===== src/rtl/pbds_pkg.sv =====
// Package: shared types for the data bus sequencer.
// Assumes: nothing beyond IEEE 1800-2017.
package pbds_pkg;

    // Cycle controller states: no cycle, cycle moving data, cycle suspended.
    typedef enum logic [1:0] {
        ST_IDLE = 2'd0,
        ST_RUN  = 2'd1,
        ST_HELD = 2'd2
    } seq_state_e;

endpackage


===== src/rtl/pbds_lane_gate.sv =====
// Module: pbds_lane_gate
// Zeroes every byte lane of a word whose keep bit is 0.
// Assumes: lane n occupies bits 8n+7..8n.
module pbds_lane_gate #(
    parameter int LANES = 8
) (
    input  logic [LANES*8-1:0] din,
    input  logic [LANES-1:0]   keep,
    output logic [LANES*8-1:0] dout
);

    // One multiplexer per byte lane.
    for (genvar i = 0; i < LANES; i++) begin : g_lane
        assign dout[8*i +: 8] = keep[i] ? din[8*i +: 8] : 8'h00;
    end

endmodule


===== src/rtl/pbds_line_store.sv =====
// Module: pbds_line_store
// Holds the write line for one cycle, one register per beat word,
// and presents the word picked by the beat index.
// Assumes: load is a one-clock pulse at an accepted cycle start.
module pbds_line_store #(
    parameter int DATA_W = 64,
    parameter int BEATS  = 4,
    parameter int BEAT_W = 2
) (
    input  logic                     clk,
    input  logic                     rst_n,
    input  logic                     load,
    input  logic [DATA_W*BEATS-1:0]  line_in,
    input  logic [BEAT_W-1:0]        sel,
    output logic [DATA_W-1:0]        word
);

    logic [DATA_W-1:0] entry_q [BEATS];

    for (genvar k = 0; k < BEATS; k++) begin : g_entry
        // Capture word k of the line when a cycle is accepted.
        always_ff @(posedge clk) begin
            if (!rst_n) begin
                entry_q[k] <= '0;
            end else if (load) begin
                entry_q[k] <= line_in[k*DATA_W +: DATA_W];
            end
        end
    end

    // Present the word for the current beat.
    always_comb begin
        word = entry_q[sel];
    end

endmodule


===== src/rtl/pbds_beat_ctrl.sv =====
// Module: pbds_beat_ctrl
// Cycle state machine and beat counter. It accepts starts, counts
// readies, suspends on backoff/hold and cancels on reset/init.
// Assumes: suspend and cancel are already ORed by the caller.
module pbds_beat_ctrl
    import pbds_pkg::*;
#(
    parameter int BEATS  = 4,
    parameter int BEAT_W = 2
) (
    input  logic              clk,
    input  logic              rst_n,
    input  logic              start,
    input  logic              start_wr,
    input  logic              start_burst,
    input  logic              rdy,
    input  logic              suspend,
    input  logic              cancel,
    output logic              running,
    output logic              wr_q,
    output logic              burst_q,
    output logic              accept,
    output logic              xfer,
    output logic              last_xfer,
    output logic [BEAT_W-1:0] beat
);

    localparam logic [BEAT_W-1:0] LAST_BEAT = BEAT_W'(BEATS - 1);

    seq_state_e        state_q, state_d;
    logic [BEAT_W-1:0] beat_q, beat_d;

    // Strobes decoded from the current state and the bus inputs.
    always_comb begin
        running   = (state_q == ST_RUN);
        accept    = start && (state_q == ST_IDLE) && !suspend && !cancel;
        xfer      = running && rdy && !suspend && !cancel;
        last_xfer = xfer && (!burst_q || (beat_q == LAST_BEAT));
        beat      = beat_q;
    end

    // Next state and beat index.
    always_comb begin
        state_d = state_q;
        beat_d  = beat_q;
        if (cancel) begin
            state_d = ST_IDLE;
            beat_d  = '0;
        end else begin
            unique case (state_q)
                ST_IDLE: begin
                    if (accept) begin
                        state_d = ST_RUN;
                        beat_d  = '0;
                    end
                end
                ST_RUN: begin
                    if (suspend) begin
                        state_d = ST_HELD;
                        beat_d  = '0;
                    end else if (last_xfer) begin
                        state_d = ST_IDLE;
                        beat_d  = '0;
                    end else if (xfer) begin
                        beat_d  = beat_q + 1'b1;
                    end
                end
                ST_HELD: begin
                    if (!suspend) begin
                        state_d = ST_RUN;
                    end
                end
                default: begin
                    state_d = ST_IDLE;
                    beat_d  = '0;
                end
            endcase
        end
    end

    // State, beat and cycle-kind registers.
    always_ff @(posedge clk) begin
        if (!rst_n) begin
            state_q <= ST_IDLE;
            beat_q  <= '0;
            wr_q    <= 1'b0;
            burst_q <= 1'b0;
        end else begin
            state_q <= state_d;
            beat_q  <= beat_d;
            if (accept) begin
                wr_q    <= start_wr;
                burst_q <= start_burst;
            end
        end
    end

endmodule


===== src/rtl/pbus_data_seq.sv =====
// Module: pbus_data_seq (top)
// Data bus sequencer for a start/ready synchronous bus. It drives write
// data with a tri-state enable, captures read data on each ready, and
// floats and suspends or cancels on backoff, hold, reset and init.
// Assumes: pins are resolved outside; bus_in is the pin value.
module pbus_data_seq #(
    parameter int DATA_W = 64,
    parameter int BEATS  = 4
) (
    input  logic                    clk,
    input  logic                    rst_n,
    input  logic                    cyc_start,
    input  logic                    cyc_wr,
    input  logic                    cyc_burst,
    input  logic [DATA_W/8-1:0]     byte_en,
    input  logic [DATA_W*BEATS-1:0] wr_line,
    input  logic                    rdy,
    input  logic                    bkoff,
    input  logic                    hold_ack,
    input  logic                    cpu_reset,
    input  logic                    cpu_init,
    input  logic [DATA_W-1:0]       bus_in,
    output logic                    bus_oe,
    output logic [DATA_W-1:0]       bus_out,
    output logic [DATA_W-1:0]       rd_data,
    output logic                    rd_valid,
    output logic                    cyc_done
);

    localparam int LANES  = DATA_W / 8;
    localparam int BEAT_W = (BEATS > 1) ? $clog2(BEATS) : 1;

    logic              running, wr_q, burst_q, accept, xfer, last_xfer;
    logic [BEAT_W-1:0] beat;
    logic [LANES-1:0]  be_q, lane_keep;
    logic [DATA_W-1:0] line_word, wr_gated, rd_gated;
    logic              suspend, cancel;

    // Group the hand-off inputs.
    always_comb begin
        suspend = bkoff || hold_ack;
        cancel  = cpu_reset || cpu_init;
    end

    pbds_beat_ctrl #(.BEATS(BEATS), .BEAT_W(BEAT_W)) ctrl_i (
        .clk(clk), .rst_n(rst_n), .start(cyc_start), .start_wr(cyc_wr),
        .start_burst(cyc_burst), .rdy(rdy), .suspend(suspend),
        .cancel(cancel), .running(running), .wr_q(wr_q),
        .burst_q(burst_q), .accept(accept), .xfer(xfer),
        .last_xfer(last_xfer), .beat(beat)
    );

    pbds_line_store #(.DATA_W(DATA_W), .BEATS(BEATS), .BEAT_W(BEAT_W)) line_i (
        .clk(clk), .rst_n(rst_n), .load(accept), .line_in(wr_line),
        .sel(beat), .word(line_word)
    );

    // Keep the byte enables of the accepted cycle.
    always_ff @(posedge clk) begin
        if (!rst_n) begin
            be_q <= '0;
        end else if (accept) begin
            be_q <= byte_en;
        end
    end

    // Bursts use every lane; single transfers use the enabled lanes.
    always_comb begin
        lane_keep = burst_q ? '1 : be_q;
    end

    pbds_lane_gate #(.LANES(LANES)) wr_gate_i (
        .din(line_word), .keep(lane_keep), .dout(wr_gated)
    );

    pbds_lane_gate #(.LANES(LANES)) rd_gate_i (
        .din(bus_in), .keep(lane_keep), .dout(rd_gated)
    );

    // Pin drive: only while a write cycle is running.
    always_comb begin
        bus_oe  = running && wr_q;
        bus_out = bus_oe ? wr_gated : '0;
    end

    // Read capture and completion pulses, one clock after the ready.
    always_ff @(posedge clk) begin
        if (!rst_n) begin
            rd_data  <= '0;
            rd_valid <= 1'b0;
            cyc_done <= 1'b0;
        end else begin
            rd_valid <= xfer && !wr_q;
            cyc_done <= last_xfer;
            if (xfer && !wr_q) begin
                rd_data <= rd_gated;
            end
        end
    end

endmodule


===== config.mk =====
export PLATFORM = sky130hd
export DESIGN_NAME = pbus_data_seq
export DESIGN_NICKNAME = d
export VERILOG_FILES = /design/src/rtl/pbds_pkg.sv /design/src/rtl/pbds_lane_gate.sv /design/src/rtl/pbds_line_store.sv /design/src/rtl/pbds_beat_ctrl.sv /design/src/rtl/pbus_data_seq.sv
export SDC_FILE = /design/constraint.sdc
export NUM_CORES = 1
export LEC_CHECK = 0
export BUFFER_PORTS_ARGS = -buffer_cell sky130_fd_sc_hd__buf_2
export CAP_MARGIN = 20
export CORE_AREA = 2 2 184 186
export CTS_CLUSTER_SIZE = 28
export DETAILED_ROUTE_END_ITERATION = 8
export DIE_AREA = 0 0 186 188
export GPL_ROUTABILITY_DRIVEN = 0
export HOLD_SLACK_MARGIN = 0.06
export MAX_ROUTING_LAYER = met4
export PLACE_DENSITY = 0.79
export SKIP_LAST_GASP = 1
export SYNTH_ARGS = -nofsm -noshare
export SYNTH_HDL_FRONTEND = slang
export SYNTH_SLANG_ARGS = --single-unit

===== constraint.sdc =====
create_clock -name clk -period 7.5 [get_ports clk]
set_input_delay 1.5 -clock clk [delete_from_list [all_inputs] [get_ports clk]]
set_output_delay 1.5 -clock clk [all_outputs]
set_load 0.02 [all_outputs]

==> impl_results.md, run 1 <==
- Vias in the first global route: 9586
- DIE WIDTH: 186 um
- Synth Register Bits: 338
- CTS max path bufs: 3
- Placed Cells: 1780
- Die Y: 188 um
- Sw frac: between 10% and 20%
- CTS root buf: clkbuf_16
- VDD IR max: between 0.15 and 0.2 mV
- Area leader, netlist: edfxtp_1
- Post-DP HPWL: 26220 um
- Drt drc: 0
- Area Overhead vs Synth: 28.23%
- Syn_area_per_cell: approximately 16 um2
- Seq/Total Area, Yosys: 66.03%
- Final setup vio count: 0
- HP Class: register to register
- Post-Syn Nets: between 1000 and 1500
- Outcome: completed
- Synth top area share: 54.41%
- FP Rows: 67
- Crit path kind: register to primary output
- Via density per instance: 4.977
- Fin nets: 1711
- Starting DRC count in detailed routing: 474
- Initial antenna violation count: 14
- Final clock skew: 12.12 ps
- Postcts setup bufs: 0
- Effective utilization at floorplan: 42.67%
- CP max FO: 35
- Synth Instances: roughly 910
- Async SR Flop Fraction: 0%
- CP endpoint kind: primary output
- Global Route Usage Sum: 20.99%
- Sink Count: 338
- Drt first pass iters: 5
- Worst endpoint required time: 6000 ps
- Period utilization: around three fifths
- GR Overflow Total: 0
- CTS tree: yes
- Achievable Freq: 218.6 MHz
- Post-place setup slack: 3359 ps
- P_sw: between 800 and 900 uW
- Num CTS Buffers: 37
- Input/output buffers: 468
- Post-Route WL: 36670 um
- First-pass GRT wire length: 53190 um
- Worst Max-Slew Pin Slew: 1231 ps
- Core Region: 33110 um2
- RSZ-0062 raised after global routing: false
- YS warnings: 0
- Post-Route Setup TNS: 0 ps
- H-Tree Depth: 2
- Leakage power total: 0.007509 uW
- Post-route non-filler standard cell count: 1860
- Final WS setup: 2925 ps
- Vias after detailed routing: 9257
- Dominant cells by area after synthesis: edfxtp_1 (54%), dfxtp_1 (12%), and2_1 (11%)
- Slew HR: 17.92%
- Slew Viols, Final: 0
- Synth unique cells: 31
- Combinational share of power: about 4.2%
- Post-layout util: a little over half
- Post-synth top cells: and2_1 (256), edfxtp_1 (256), dfxtp_1 (82)
- Clock power frac: 44.6%
- WHS: 472.4 ps
- Max Cap Viol: 0
- WL/cell: 19.72 um
- Reg power frac: roughly 50%
- PD cells: 225.6 nW/um2
- Largest net degree at the start of global routing: about 180
- Share of cells above drive strength 1: 44.17%
- Clock latency on the worst-skew pair: 510 ps
- Pint: ~3300 uW
- EDFF count, synth: roughly 260
- Main synth FF type: edfxtp_1
- Post-CTS resize count: 0
- Die area: ~35000 um2
- ANT nets after route: 0
- I/O pin count: 469
- Critical Path Source Type: register
- Mapped Area: 14130 um2
- Arrival time worst endpoint: 3080 ps
- Register clock-pin slew on the reported worst setup and hold paths: ~60 ps
- Fin. Hold Viols: 0
- Final min period: 4575 ps
- Hold-fix buffers at CTS: 0
## routing by layer
layer  GRT usage (%)  vias up  wire length [um]
met4           8.904        0              1417
met2           35.93      428             18620
met5               -        -                 0
met3           5.807       85              3108
li1                -     4293                 -
met1           22.77     4451             13530
## placed cells by master (no fill, tap or decap), types with 6 or more instances in the layout
master	n
a22o_1	74
and2_1	256
buf_2	468
buf_4	10
clkbuf_16	37
clkbuf_8	7
clkinv_1	6
dfxtp_1	80
diode_2	15
edfxtp_1	256
mux4_2	64
nor2_1	10
nor2_4	8
nor2b_1	66
o21ai_0	8
## power groups by stage
stage,Clock (uW),Combinational [uW],Sequential [uW]
6_report,1820,170,2100
5_1_grt,1930,186,2100
4_1_cts,1860,171,2100
3_5_place_dp,0,169,2140
3_3_place_gp,0,166,2130
2_1_floorplan,0,69.4,2130
## cell type report
class | instances | area [um2]
repair buffers | 480 | 2457
fillers | 2767 | 15000
multi-input cells | 512 | 4492
inverters | 3 | 15.01
diodes | 15 | 37.54
clock buffers | 48 | 1040
clock inverters | 16 | 178.9
flip-flops and latches | 338 | 9336
well taps | 448 | 560.5
## critical path, cell delays in order, from the launching register on
cell and delay, ps:
dfxtp_4 860, buf_4 690, mux4_2 600, nor2b_1 150
buf_2 220
## sequential cells by signal (all words and copies together) (netlist names), named ones only
register and flops:
ctrl_i.beat 2, rd_data 64, be_q 8, ctrl_i.state_q 2, ctrl_i.burst_q 1, rd_valid 1
ctrl_i.wr_q 1, cyc_done 1, line_i.entry_q 256
## path summary, 6_finish.rpt
| check | depth (start not counted) | slack (ps) | from | end |
|---|---|---|---|---|
| setup / recovery | 4 | 2920 | register | bus_out[49] |
| hold / removal | 1 | 470 | rd_data[12] | rd_data[12] |
| setup reg to reg | 4 | 4600 | ctrl_i.state_q[1] | line_i.entry_q[1][49] |
| hold reg to reg | 1 | 470 | rd_data[12] | rd_data[12] |
## cells by family (layout without fill, tap and decap cells)
group,count (synthesis),in the layout,synth area share (%)
mux,66,66,10.34
buf+inv,58,547,2.223
simple gates,355,355,16.10
xor+xnor,1,1,0.06200
flops,338,338,66.03
compound gates,89,89,5.154
other cells,0,15,0
fa+ha+maj,1,1,0.08854
## stage by stage
stage	area, um2	power [uW]
2_1_floorplan	14130	2203
3_3_place_gp	16840	2297
3_5_place_dp	16840	2306
4_1_cts	18060	4133
5_1_grt	18110	4213
6_report	18120	4088
No activity file was read; power rests on OpenSTA's default activity.
==> inputs of run 2 (changes only) <==
- ABC_AREA: unset -> 1
- CORE_AREA: 2 2 184 186 -> 2 2 180 182
- DIE_AREA: 0 0 186 188 -> 0 0 182 184
- PLACE_DENSITY: 0.79 -> 0.83
- clock period: 7.5 -> 4.6 ns (I/O delays scaled with it)
==> run 2 against run 1 <==
  * Worst setup slack lost 1900 ps
  * Die area shrank 4.2%
  * Synthesized cell count grew 85%
  * Clock-buffer cell count rose by 1
  * Critical endpoint is now bus_out[52]
==> impl_results.md, run 2 <==
- Placed cell areas: 17640 um2
- Fin nets: 2448
- Worst Max-Slew Pin Slew: 950.2 ps
- Outcome: completed
- Max Cap Viol: 0
- DIE WIDTH: approximately 180 um
- WL/cell: about 17 um
- Synth unique cells: 24
- Seq/Total Area, Yosys: 61.24%
- Postcts setup bufs: 0
- Post-layout util: 59.92%
- I/O pin count: 469
- CP endpoint kind: primary output
- Main synth FF type: edfxtp_1
- Hold path cells: 2
- YS warnings: 0
- Most frequent cells in the layout: nor2_1 (518), buf_2 (468), inv_1 (276), edfxtp_1 (256), o21ai_0 (151)
- ANT nets after route: 0
- Via density per instance: 5.071
- Filler instances: 2656
- Largest reg by FF count: line_i.entry_q
- Achievable Freq: 279.2 MHz
- First-pass GRT wire length: between 60000 and 70000 um
- Mapped Area: between 15000 and 20000 um2
- HP Class: register to register
- Tot Pwr: 6540 uW
- Core Region: between 30000 and 40000 um2
- Global Route Usage Sum: 25.77%
- Post-Route Setup TNS: 0 ps
- Final setup vio count: 0
- Most common cell in the synthesized netlist: nor2_1
- Drt first pass iters: 6
- CP max FO: 56
- Synth Register Bits: 338
- Worst endpoint required time: about 3700 ps
- Async SR Flop Fraction: 0%
- Leakage power total: 0.008978 uW
- Slew Viols, Final: 0
- Post-route non-filler standard cell count: 2552
- VDD IR max: ~0.23 mV
- Input/output buffers: 468
- Synth top area share: 50.46%
- H-Tree Depth: 2
- Vias in the first global route: 12710
- Slew HR: 36.66%
- Num CTS Buffers: 36
- Dominant cells by area after synthesis: edfxtp_1 (50%), nor2_1 (13%), dfxtp_1 (11%)
- Area leader, netlist: edfxtp_1
- Met3 Track Usage GR: about 5.6%
- Drt drc: 0
- Starting DRC count in detailed routing: roughly 1100
- R2R depth: 6
- Syn_area_per_cell: 9.067 um2
- Grt met2 use: a little over two fifths
- Post-Route WL: roughly 43000 um
- CTS root buf: clkbuf_16
- Reg area: 9334 um2
- Hold-fix buffers at CTS: 0
- Post-CTS resize count: 0
- Vias after detailed routing: 12940
- Largest register FFs: 256
- GR peak layer: met2
- RSZ-0062 raised after global routing: false
- Post-DP HPWL: 30440 um
- Met1 Use GR: 29.47%
- Fin. Hold Viols: 0
- Post-synth top cells: nor2_1 (518), inv_1 (276), edfxtp_1 (256)
- Share of cells above drive strength 1: 27.12%
- Die Y: 184 um
- FP Rows: 65
- Largest net degree at the start of global routing: between 100 and 150
- Final clock skew: 10.27 ps
- Die area: 33490 um2
- Design area: 18810 um2
- Area Overhead vs Synth: 23.47%
- Worst hold start: ctrl_i.beat[0]
- R2R Setup Slk: 2350 ps
- Post-Syn Nets: 2019
- Register clock-pin slew on the reported worst setup and hold paths: ~60 ps
- Clock latency on the worst-skew pair: 510 ps
- Top Registers: line_i.entry_q: 256 flops, rd_data: 64 flops, be_q: 8 flops
- FF-to-FF End: line_i.entry_q[0][0]
- GR Overflow Total: 0
- Final min period: approximately 3600 ps
- EDFF count, synth: ~260
- CTS max path bufs: 3
- Placed Cells: 2472
- Period utilization: 77.87%
- CTS tree: yes
- Most common cell after layout, fill and taps aside: nor2_1
- Arrival time worst endpoint: around 2700 ps
- Critical Path Source Type: register
- Crit path kind: register to primary output
- Sink Count: 338
- RR Startpoint: ctrl_i.state_q[0]
- Initial antenna violation count: 15
- Area used by multi-input combinational logic: 4258 um2
- Effective utilization at floorplan: 48.53%
- PD cells: around 350 nW/um2
- Synth Instances: approximately 1700
## run 2: changes by cell type in the layout (fill, tap and decap cells not counted), moves of 72 or more
cell and delta:
a22o_1 -74, o21ai_0 +143, nand3_1 +72, inv_1 +274
and2_1 -256, nor2_1 +508, nand2_1 +91
## run 2: stage by stage
stage	hold slack, ps	setup slack (ps)
2_1_floorplan	447.7	1030
3_3_place_gp	458.0	1639
3_5_place_dp	469.1	1559
4_1_cts	475.9	1004
5_1_grt	495.2	822.3
6_report	468.2	1018
## run 2: cell families (layout without fill, tap and decap cells)
logic type	count (synthesis)	count (layout)	share of synthesized area [%]
AO/OA/AOI/OAI	275	275	9.750
adder cells (fa/ha/maj)	1	1	0.08212
buffers and inverters	372	827	10.97
flip-flops	338	338	61.24
AND/OR/NAND/NOR	694	694	17.95
other	0	15	0
## run 2: power by group
group	leakage [uW]	total, uW	internal, uW	switching [uW]
combinational	0.00516	356	147	209
clock	0.000559	2770	1590	1170
sequential	0.00326	3420	3380	31.5
## run 2: worst max path at each step
stage | cells past startpoint | from | endpoint
after floorplan | 4 | hold_ack | line_i.entry_q[0][0]
after global placement | 7 | hold_ack | line_i.entry_q[0][0]
after detailed placement | 7 | hold_ack | line_i.entry_q[0][0]
after CTS | 5 | register | bus_out[52]
after global routing | 5 | register | bus_out[55]
final | 5 | register | bus_out[52]
## run 2: cell type report
class                           count  share of cell area, %
Timing Repair Buffer              484                  13.36
Multi-Input combinational cell    970                  22.64
Clock inverter                     15                 0.5854
Sequential cell                   338                  49.62
Antenna cell                       15                 0.1996
Clock buffer                       49                  5.348
Tap cell                          402                  2.674
Inverter                          279                  5.574
## run 2: routing by layer
| metal | part of all wire (%) | vias to the layer above |
|---|---|---|
| met5 | 0 | - |
| met3 | 8.1 | 121 |
| li1 | - | 6217 |
| met4 | 4.7 | 0 |
| met2 | 50 | 633 |
| met1 | 38 | 5970 |
## run 2: worst max-delay path, cell delays in order, from the launching register on
cell      delay [ps]
dfxtp_4          590
clkinv_2         470
buf_4            450
o21ai_0          270
a21oi_1          120
buf_2            190
==> inputs of run 3 (changes only) <==
- CORE_AREA: 2 2 180 182 -> unset
- CORE_MARGIN: unset -> 2
- CORE_UTILIZATION: unset -> 47
- DIE_AREA: 0 0 182 184 -> unset
- PLACE_DENSITY: 0.83 -> 0.84
- clock period: 4.6 -> 3 ns (I/O delays scaled with it)
==> run 3 against run 2 <==
  * Cell count rose by 0.82%
  * Clock power rose by 58%
  * Sequential share of layout area shrank 0.68 points
  * Flip-flop and latch count unchanged
  * Critical path depth up 1
  * Non-clock buffer count up 19
  * Register-to-register slack worse by 1300 ps
  * Sequential power increased by 53%
  * Hold slack got worse by 140 ps
  * Clock-buffer cell count unchanged
  * Global-route usage rose by 0.38 points
  * Critical path type unchanged
==> impl_results.md, run 3 (same netlist as run 2, synthesis figures left out) <==
- Register clock-pin slew on the reported worst setup and hold paths: 60 ps
- CTS root buf: clkbuf_16
- RSZ-0062 raised after global routing: false
- Post-DP HPWL: 31310 um
- Starting DRC count in detailed routing: ~1100
- Max Cap Viol: 0
- Period utilization: between 90 and 100%
- Most used cell along the critical path: nand2_1
- Largest net degree at the start of global routing: 129
- Filler instances: between 2000 and 3000
- Final clock skew: 12.30 ps
- Most frequent cells in the layout: nor2_1 (518), buf_2 (468), inv_1 (276), edfxtp_1 (256), o21ai_0 (151)
- RR Startpoint: ctrl_i.state_q[0]
- Share of cells above drive strength 1: approximately 28%
- PD cells: 534.1 nW/um2
- Num CTS Buffers: 37
- Largest reg by FF count: line_i.entry_q
- FF-to-FF End: line_i.entry_q[1][0]
- Most common cell after layout, fill and taps aside: nor2_1
- WL/cell: 17.27 um
- Final setup vio count: 0
- Critical path, cell by cell: inv_2, nand2_1, nand2_1, buf_4, a21oi_1, buf_2
- P_sw: 2204 uW
- Die Y: 184.0 um
- DIE WIDTH: approximately 180 um
- Crit path largest cell delay: 380 ps
- Drt drc: 0
- GR Overflow Total: 0
- CP endpoint kind: primary output
- Final WS setup: 121.8 ps
- Outcome: completed
- Core Region: 31720 um2
- Slew Viols, Final: 0
- Largest register FFs: 256
- FP Rows: 65
- CTS tree: yes
- Initial antenna violation count: 13
- Crit path kind: register to primary output
- Achievable Freq: 347.4 MHz
- Vias in the first global route: between 10000 and 15000
- R2R Setup Slk: 1040 ps
- Combinational share of power: 5.6%
- Hold-fix buffers at CTS: 0
- Critical Path Source Type: register
- First-pass GRT wire length: 66510 um
- Placed Cells: 2491
- Fin nets: ~2500
- Worst Max-Slew Pin Slew: 800.5 ps
- Final min period: approximately 2900 ps
- Buf+Inv Stages, Crit Path: 3
- Sink Count: ~340
- Fin. Hold Viols: 0
- Origin of the worst setup path: ctrl_i.burst_q
- I/O pin count: 469
- Slowest-stage cell, CP: nand2_1
- Vias after detailed routing: roughly 13000
- Clock power frac: approximately 43%
- Worst endpoint required time: 2400 ps
- VDD IR max: 0.3527 mV
- Input/output buffers: 468
- Area Overhead vs Synth: 25.19%
- Post-Route Setup TNS: 0 ps
- Reg power frac: 51.3%
- CP delay by family, top: simple AND/OR/NAND/NOR gates
- Post-route non-filler standard cell count: approximately 2600
- Leakage power total: 0.009101 uW
- CTS max path bufs: 3
- Crit path depth: 6
- Sw frac: 21.63%
- R2R depth: 5
- Clock latency on the worst-skew pair: 520 ps
- Post-Route WL: 44450 um
- CP max FO: 10
- Effective utilization at floorplan: 48.03%
- Top Registers: line_i.entry_q: 256 flops, rd_data: 64 flops, be_q: 8 flops
- Arrival time worst endpoint: 2280 ps
- Slew HR: a little under half
- Tot Pwr: 10190 uW
- Drt first pass iters: 5
- CP Capture Point: bus_out[51]
- Post-place setup slack: 414.8 ps
- H-Tree Depth: 2
- HP Class: primary input to register
- Pint: about 8000 uW
- ANT nets after route: 0
- Global Route Usage Sum: 26.15%
- Via density per instance: 5.078
- Die area: 33870 um2
==> run 3: cell count changes in the layout (fill, tap and decap cells not counted), moves of 2 or more <==
cell      previous run  this run
clkbuf_1             7         9
clkbuf_2             3         1
clkinv_2             9         4
clkinv_1             4        10
buf_4               12        25
diode_2             15        13
inv_6                0         2
buf_12               4        10
==> run 3: power groups by stage <==
stage                     registers [uW]  clock network, uW  logic, uW
after floorplan                     5320                  0        230
after global placement              5320                  0        558
after detailed placement            5330                  0        566
after CTS                           5230               4440        572
after global routing                5240               4640        636
final                               5230               4390        575
==> run 3: area by class of cell <==
class | count | area (um2) | area share [%]
Sequential cell | 338 | 9334 | 48.94
Antenna cell | 13 | 32.53 | 0.1706
Inverter | 279 | 1052 | 5.518
Tap cell | 402 | 503.0 | 2.637
Multi-Input combinational cell | 970 | 4263 | 22.35
Clock inverter | 19 | 141.4 | 0.7414
Clock buffer | 49 | 1015 | 5.321
Timing Repair Buffer | 503 | 2730 | 14.32
==> run 3: per-stage QoR <==
| step | area [um2] | util (%) | hold slack (ps) |
|---|---|---|---|
| global placement | 17850 | 56.29 | 461.2 |
| detailed placement | 17850 | 56.29 | 468.6 |
| finish | 19070 | 60.13 | 325.0 |
| CTS | 19020 | 59.96 | 307.3 |
| floorplan | 15240 | - | 449.1 |
| global route | 19070 | 60.13 | 319.2 |
==> run 3: worst min-delay path: cells and delay by family <==
kind,cells,cell delay [ps]
buffers and inverters,1,80
AO/OA/AOI/OAI,1,60
AND/OR/NAND/NOR,1,60
==> run 3: timing repair <==
item                                    4_1_cts  5_1_grt
endpoints found under the setup margin       19        4
gates resized for setup                       2        0
buffers inserted                              0        1
pin swaps                                     0        1
==> run 3: worst min-delay path by stage <==
stage,from,endpoint,slack [ps],cells past startpoint
after floorplan,be_q[0],be_q[0],450,2
after global placement,rd_data[34],rd_data[34],460,2
after detailed placement,be_q[0],be_q[0],470,2
after CTS,byte_en[0],be_q[0],310,3
after global routing,byte_en[7],be_q[7],320,3
final,byte_en[5],be_q[5],330,3
==> run 3: metal layers <==
| layer | GRT usage [%] | vias up | part of all wire [%] |
|---|---|---|---|
| met3 | 5.963 | 113 | 9.2 |
| li1 | - | 6257 | - |
| met1 | 30.38 | 6028 | 38 |
| met4 | 10.27 | 0 | 3.6 |
| met2 | 44.12 | 667 | 50 |
| met5 | - | - | 0 |
